File: src/rtl/serialEepromPkg.sv
package serialEepromPkg;
  localparam logic [1:0] OP_SPECIAL = 2'b00;
  localparam logic [1:0] OP_WRITE   = 2'b01;
  localparam logic [1:0] OP_READ    = 2'b10;
  localparam logic [1:0] OP_ERASE   = 2'b11;

  localparam logic [1:0] GRP_WEOFF  = 2'b00;
  localparam logic [1:0] GRP_FILL   = 2'b01;
  localparam logic [1:0] GRP_CLRALL = 2'b10;
  localparam logic [1:0] GRP_WEON   = 2'b11;

  typedef struct packed {
    logic bitIn;
    logic shiftAddr;
    logic shiftData;
    logic loadOut;
    logic shiftOut;
    logic commit;
    logic commitAll;
    logic fillOnes;
  } eeStrobes_t;
endpackage

File: src/rtl/serialEepromCtrl.sv
module serialEepromCtrl
  import serialEepromPkg::*;
#(
  parameter int ADDR_W      = 6,
  parameter int DATA_W      = 16,
  parameter int PROG_CYCLES = 400
) (
  input  logic       clk,
  input  logic       rstN,
  input  logic       csIn,
  input  logic       skIn,
  input  logic       diIn,
  output eeStrobes_t strb,
  output logic       busy,
  output logic       weLatch,
  output logic       pollActive,
  output logic       ctrlDoEn
);
  localparam int MAXW  = (DATA_W > ADDR_W) ? DATA_W : ADDR_W;
  localparam int CNT_W = $clog2(MAXW) + 1;
  localparam int TMR_W = $clog2(PROG_CYCLES + 1);

  typedef enum logic [2:0] {S_IDLE, S_OPC, S_ADDR, S_DATA, S_LOAD, S_READ, S_DONE} state_t;

  state_t           state;
  logic             csQ, csPrev, skQ, skPrev, diQ;
  logic [CNT_W-1:0] cnt;
  logic [1:0]       opcode;
  logic [1:0]       grp;
  logic [TMR_W-1:0] tmr;
  logic             progAll, progErase;

  logic skRise, csRise, lastAddr, lastData;
  logic startProg, nxtAll, nxtErase, weSet, weClr, commitNow;

  assign skRise    = csQ & skQ & ~skPrev;
  assign csRise    = csQ & ~csPrev;
  assign lastAddr  = (state == S_ADDR) && skRise && (cnt == CNT_W'(ADDR_W - 1));
  assign lastData  = (state == S_DATA) && skRise && (cnt == CNT_W'(DATA_W - 1));
  assign commitNow = busy && (tmr == '0);

  always_comb begin
    startProg = 1'b0;
    nxtAll    = 1'b0;
    nxtErase  = 1'b0;
    weSet     = 1'b0;
    weClr     = 1'b0;
    if (lastAddr) begin
      if (opcode == OP_ERASE) begin
        startProg = weLatch;
        nxtErase  = 1'b1;
      end else if (opcode == OP_SPECIAL) begin
        case (grp)
          GRP_WEOFF:  weClr = 1'b1;
          GRP_WEON:   weSet = 1'b1;
          GRP_CLRALL: begin
            startProg = weLatch;
            nxtAll    = 1'b1;
            nxtErase  = 1'b1;
          end
          default: ;
        endcase
      end
    end
    if (lastData) begin
      startProg = weLatch;
      nxtAll    = (opcode == OP_SPECIAL);
    end
  end

  always_comb begin
    strb           = '0;
    strb.bitIn     = diQ;
    strb.shiftAddr = (state == S_ADDR) && skRise;
    strb.shiftData = (state == S_DATA) && skRise;
    strb.loadOut   = (state == S_LOAD);
    strb.shiftOut  = (state == S_READ) && skRise;
    strb.commit    = commitNow;
    strb.commitAll = progAll;
    strb.fillOnes  = progErase;
  end

  assign ctrlDoEn = csQ & (pollActive | (state == S_READ));

  always_ff @(posedge clk or negedge rstN) begin
    if (!rstN) begin
      csQ <= 1'b0; csPrev <= 1'b0; skQ <= 1'b0; skPrev <= 1'b0; diQ <= 1'b0;
    end else begin
      csQ <= csIn; csPrev <= csQ; skQ <= skIn; skPrev <= skQ; diQ <= diIn;
    end
  end

  always_ff @(posedge clk or negedge rstN) begin
    if (!rstN) begin
      state      <= S_IDLE;
      cnt        <= '0;
      opcode     <= '0;
      grp        <= '0;
      pollActive <= 1'b0;
    end else if (!csQ) begin
      state      <= S_IDLE;
      pollActive <= 1'b0;
    end else begin
      if (csRise && busy) pollActive <= 1'b1;
      case (state)
        S_IDLE: if (skRise && diQ && !busy) begin
          state      <= S_OPC;
          cnt        <= '0;
          pollActive <= 1'b0;
        end
        S_OPC: if (skRise) begin
          opcode <= {opcode[0], diQ};
          if (cnt == CNT_W'(1)) begin
            state <= S_ADDR;
            cnt   <= '0;
          end else cnt <= cnt + 1'b1;
        end
        S_ADDR: if (skRise) begin
          if (cnt == CNT_W'(0)) grp[1] <= diQ;
          if (cnt == CNT_W'(1)) grp[0] <= diQ;
          cnt <= cnt + 1'b1;
          if (lastAddr) begin
            cnt <= '0;
            if (opcode == OP_READ) state <= S_LOAD;
            else if (opcode == OP_WRITE || (opcode == OP_SPECIAL && grp == GRP_FILL)) state <= S_DATA;
            else state <= S_DONE;
          end
        end
        S_DATA: if (skRise) begin
          cnt <= cnt + 1'b1;
          if (lastData) state <= S_DONE;
        end
        S_LOAD:  state <= S_READ;
        default: ;
      endcase
    end
  end

  always_ff @(posedge clk or negedge rstN) begin
    if (!rstN) begin
      weLatch   <= 1'b0;
      busy      <= 1'b0;
      tmr       <= '0;
      progAll   <= 1'b0;
      progErase <= 1'b0;
    end else begin
      if (weSet) weLatch <= 1'b1;
      if (weClr) weLatch <= 1'b0;
      if (startProg) begin
        busy      <= 1'b1;
        tmr       <= TMR_W'(PROG_CYCLES - 1);
        progAll   <= nxtAll;
        progErase <= nxtErase;
      end else if (busy) begin
        if (tmr == '0) busy <= 1'b0;
        else tmr <= tmr - 1'b1;
      end
    end
  end
endmodule

File: src/rtl/serialEepromData.sv
module serialEepromData
  import serialEepromPkg::*;
#(
  parameter int ADDR_W = 6,
  parameter int DATA_W = 16
) (
  input  logic       clk,
  input  logic       rstN,
  input  eeStrobes_t strb,
  output logic       outBit
);
  localparam int DEPTH = 1 << ADDR_W;

  logic [DATA_W-1:0] mem [DEPTH];
  logic [ADDR_W-1:0] addrReg;
  logic [DATA_W-1:0] dataReg;
  logic [DATA_W:0]   outReg;
  logic [DATA_W-1:0] wrWord;

  assign wrWord = strb.fillOnes ? {DATA_W{1'b1}} : dataReg;
  assign outBit = outReg[DATA_W];

  always_ff @(posedge clk or negedge rstN) begin
    if (!rstN) begin
      addrReg <= '0;
      dataReg <= '0;
      outReg  <= '0;
    end else begin
      if (strb.shiftAddr) addrReg <= {addrReg[ADDR_W-2:0], strb.bitIn};
      if (strb.shiftData) dataReg <= {dataReg[DATA_W-2:0], strb.bitIn};
      if (strb.loadOut) outReg <= {1'b0, mem[addrReg]};
      else if (strb.shiftOut) outReg <= {outReg[DATA_W-1:0], 1'b0};
    end
  end

  always_ff @(posedge clk or negedge rstN) begin
    if (!rstN) begin
      for (int i = 0; i < DEPTH; i++) mem[i] <= '0;
    end else if (strb.commit) begin
      if (strb.commitAll) begin
        for (int i = 0; i < DEPTH; i++) mem[i] <= wrWord;
      end else begin
        mem[addrReg] <= wrWord;
      end
    end
  end
endmodule

File: src/rtl/serialEeprom.sv
module serialEeprom
  import serialEepromPkg::*;
#(
  parameter int ADDR_W      = 6,
  parameter int DATA_W      = 16,
  parameter int PROG_CYCLES = 400
) (
  input  logic clk,
  input  logic rstN,
  input  logic csIn,
  input  logic skIn,
  input  logic diIn,
  output logic doOut,
  output logic doEn
);
  eeStrobes_t strb;
  logic busy, weLatch, pollActive, ctrlDoEn, outBit;

  serialEepromCtrl #(.ADDR_W(ADDR_W), .DATA_W(DATA_W), .PROG_CYCLES(PROG_CYCLES)) u_ctrl (
    .clk(clk), .rstN(rstN), .csIn(csIn), .skIn(skIn), .diIn(diIn),
    .strb(strb), .busy(busy), .weLatch(weLatch),
    .pollActive(pollActive), .ctrlDoEn(ctrlDoEn)
  );

  serialEepromData #(.ADDR_W(ADDR_W), .DATA_W(DATA_W)) u_data (
    .clk(clk), .rstN(rstN), .strb(strb), .outBit(outBit)
  );

  assign doEn  = ctrlDoEn;
  assign doOut = doEn & (pollActive ? ~busy : outBit);
endmodule

File: config.mk
export PLATFORM = sky130hd
export DESIGN_NAME = serialEeprom
export DESIGN_NICKNAME = d
export VERILOG_FILES = /design/src/rtl/serialEepromPkg.sv /design/src/rtl/serialEepromCtrl.sv /design/src/rtl/serialEepromData.sv /design/src/rtl/serialEeprom.sv
export SDC_FILE = /design/constraint.sdc
export NUM_CORES = 2
export LEC_CHECK = 0
export BUFFER_PORTS_ARGS = -buffer_cell sky130_fd_sc_hd__clkbuf_2
export CORE_MARGIN = 2
export CORE_UTILIZATION = 35
export DETAILED_ROUTE_END_ITERATION = 12
export PLACE_DENSITY_LB_ADDON = 0.3
export SYNTH_ARGS = -nofsm -noshare
export SYNTH_HDL_FRONTEND = slang
export SYNTH_HIERARCHICAL = 1
export SYNTH_SLANG_ARGS = --single-unit
File: constraint.sdc
create_clock -name clk -period 4.6 [get_ports clk]
set_input_delay 0.92 -clock clk [delete_from_list [all_inputs] [get_ports clk]]
set_output_delay 0.92 -clock clk [all_outputs]
set_load 0.01 [all_outputs]
==> results.py <==
metrics = {
    "clock_network": {
        "clk_path_buf_depth": 3,
        "clkLatencyLatePin_ps": 740,
        "clock-root-buffer": "clkbuf_16",
        "path_clk_slew_ps": 70,
        "numClockSinks": 1094,
        "htreeDepth": 3,
        "cts_setup_buffers": 0,
        "numCtsBuffers": 115,
        "ctsHoldBuffers": 0,
        "cts_tree": "built",
        "cts_resized": 0,
    },
    "floorplan": {
        "fp.dieH_um": 378,
        "io_pins": 7,
        "rows": 137,
        "initial_core_util_pct": 35.1,
        "coreArea_um2": 139000,
        "dieArea_um2": 143000,
        "die_w_um": 378,
    },
    "global_routing": {
        "grt_use_total_pct": 22.8,
        "grt_overflow": 0,
        "grt_pass1_vias": 36100,
        "grt_pass1_wl_mm": 244,
        "antenna_found_initial": 2,
        "grt_max_degree": 114,
    },
    "synthesis": {
        "synth.distinct_cells": 91,
        "synth_most_common_cell": "dfrtp_1",
        "synthTopCellsByArea": "dfrtp_1 56%, a21oi_1 6.1%, o21ai_0 6.0%",
        "syn_inst": 4873,
        "yosys.area.top_type": "dfrtp_1",
        "synth-edff-count": 0,
        "ys_seq_area_share_pct": 56.0,
        "synthesis.area_um2": 48800,
        "synth.avg_cell_area_um2": 10.0,
        "synth-seq-cells": 1094,
        "syn-num-nets": 4883,
        "yosysWarnings": 6,
        "synth_flop_cell": "dfrtp_1",
        "ys_top_cells_by_count": "1094 x dfrtp_1, 611 x nor2_1, 600 x a21oi_1",
        "synth_top_area_share_pct": 56.0,
        "async_reset_ff_share_pct": 100,
    },
    "power_and_ir_drop": {
        "powerDensity_nw_per_um2": 361,
        "ir_worst_vdd_mv": 0.286,
        "p_leak_nw": 24.0,
    },
    "routing": {
        "drtIter0Drc": 3695,
        "num_vias": 37100,
        "drc": 0,
        "wire_per_inst_um": 24.2,
        "via_per_inst": 5.56,
        "firstDrtPassIters": 8,
        "ant_nets": 0,
        "routed_wl_mm": 161,
    },
    "hold_path": {
        "min_path_type": "in2async",
    },
    "timing": {
        "maxSlewHeadroom_pct": 11.0,
        "hold_viol": 0,
        "setup_viol": 0,
        "worst_pin_slew_ps": 1340,
        "fin_tns_setup_ps": 0,
        "fmax_ghz": 0.276,
        "period_share_pct": 78.9,
        "finalCriticalPeriod_ps": 3630,
        "finClkSkew_ps": 27.6,
        "hold_slack_ps": 260,
        "rsz0062_at_grt": "false",
        "slew_violations": 0,
    },
    "final_layout": {
        "multi_input_area_um2": 19500,
        "drive_gt1_share_pct": 15.2,
        "regArea_um2": 27400,
        "syn2layout_area_growth_pct": 13.1,
        "nFillCells": 13500,
        "nets": 4707,
    },
    "placed_design": {
        "dp_hpwl_mm": 101,
        "gp_congestion": 0.923,
        "io_buffers": 6,
    },
    "worst_setup_path": {
        "critPathArrivalTime_ps": 4290,
        "critPathMaxFanout": 35,
        "path_class": "reg2reg",
        "endpoint_kind": "register",
        "rrSetupSlack_ps": 970,
        "required_ps": 5260,
        "start_kind": "register",
        "r2r_cells": 8,
    },
    "outcome": {
        "status": "finished clean",
    },
    "job": {
        "cap_violations": 0,
    },
}
==> per-layer routing <==
metal / vias up / GRT usage (%) / part of all wire, %
li1: 16700 / - / -
met1: 18600 / 32.1 / 44
met2: 1425 / 34.6 / 45
met3: 314 / 4.33 / 7.9
met4: 0 / 8.83 / 3.9
met5: - / 0 / 0
==> power breakdown <==
group	total [W]	switching (W)	internal, W
sequential	0.00964	0.0000113	0.00963
clock	0.00997	0.00399	0.00598
combinational	0.000343	0.000282	0.0000610
==> worst max-delay path: stages, from the launching register on <==
cell	delay [ps]
dfrtp_4	880
buf_12	370
and2_2	480
buf_4	380
a22oi_1	130
o21ai_0	310
o21bai_1	380
a22oi_1	350
a31oi_1	220
==> through the flow <==
step / instances / power [W] / instance area [µm²] / worst slack (ps) / utilization, %
floorplan: 4873 / 0.00988 / 48800 / 1780 / -
global placement: 6456 / 0.0102 / 51200 / 1150 / 36.8
detailed placement: 6456 / 0.0102 / 51200 / 1120 / 36.8
CTS: 6666 / 0.0201 / 55200 / 1100 / 39.7
global route: 6666 / 0.0206 / 55200 / 828 / 39.7
finish: 6668 / 0.0200 / 55200 / 970 / 39.7
==> kinds of logic after synthesis <==
logic type               Yosys count  synth area share, %
XOR/XNOR                           3               0.0538
adder cells (fa/ha/maj)            5                0.128
flip-flops                      1094                 56.0
AO/OA/AOI/OAI                   1595                 19.0
buffers and inverters            521                 4.92
multiplexers                     307                 8.70
AND/OR/NAND/NOR                 1348                 11.2
==> cells in the final DEF (no fill, tap or decap), types with 32 or more instances in the layout <==
cell,n
nor2_1,593
nor2b_2,32
a221oi_1,112
clkbuf_16,117
dfrtp_1,1090
nand2_1,587
buf_4,182
mux2i_1,91
a22oi_1,74
o22ai_1,37
o21ai_0,579
mux2_2,134
a21oi_1,600
mux4_2,70
==> area by class of cell <==
cell class	count	share of cell area, %
Clock buffer	169	6.20
Inverter	18	0.122
Tap cell	1876	4.25
Sequential cell	1094	49.6
Clock inverter	41	1.17
Timing Repair Buffer	210	3.34
Antenna cell	2	0.00906
Multi-Input combinational cell	3258	35.3
==> registers in the layout (all words and copies together), names as in the netlist, 2 cells and up <==
signal / flops
u_ctrl/cnt: 5
u_ctrl/state: 3
u_data/addrReg: 6
u_ctrl/tmr: 9
u_ctrl/opcode: 2
u_data/dataReg: 16
u_ctrl/grp: 2
u_data/outReg: 17
u_data/mem: 1024
==> worst paths after layout <==
path / from / endpoint
max: u_data/addrReg[2] / u_data/outReg[2]
min: rstN / u_data/mem[931]
max reg2reg: u_data/addrReg[2] / u_data/outReg[2]
min reg2reg: u_ctrl/skQ / u_ctrl/skPrev
max in group asynchronous: rstN / u_data/mem[803]
min in group clk: csIn / u_ctrl/csQ
(Power assumes the default switching activity.)
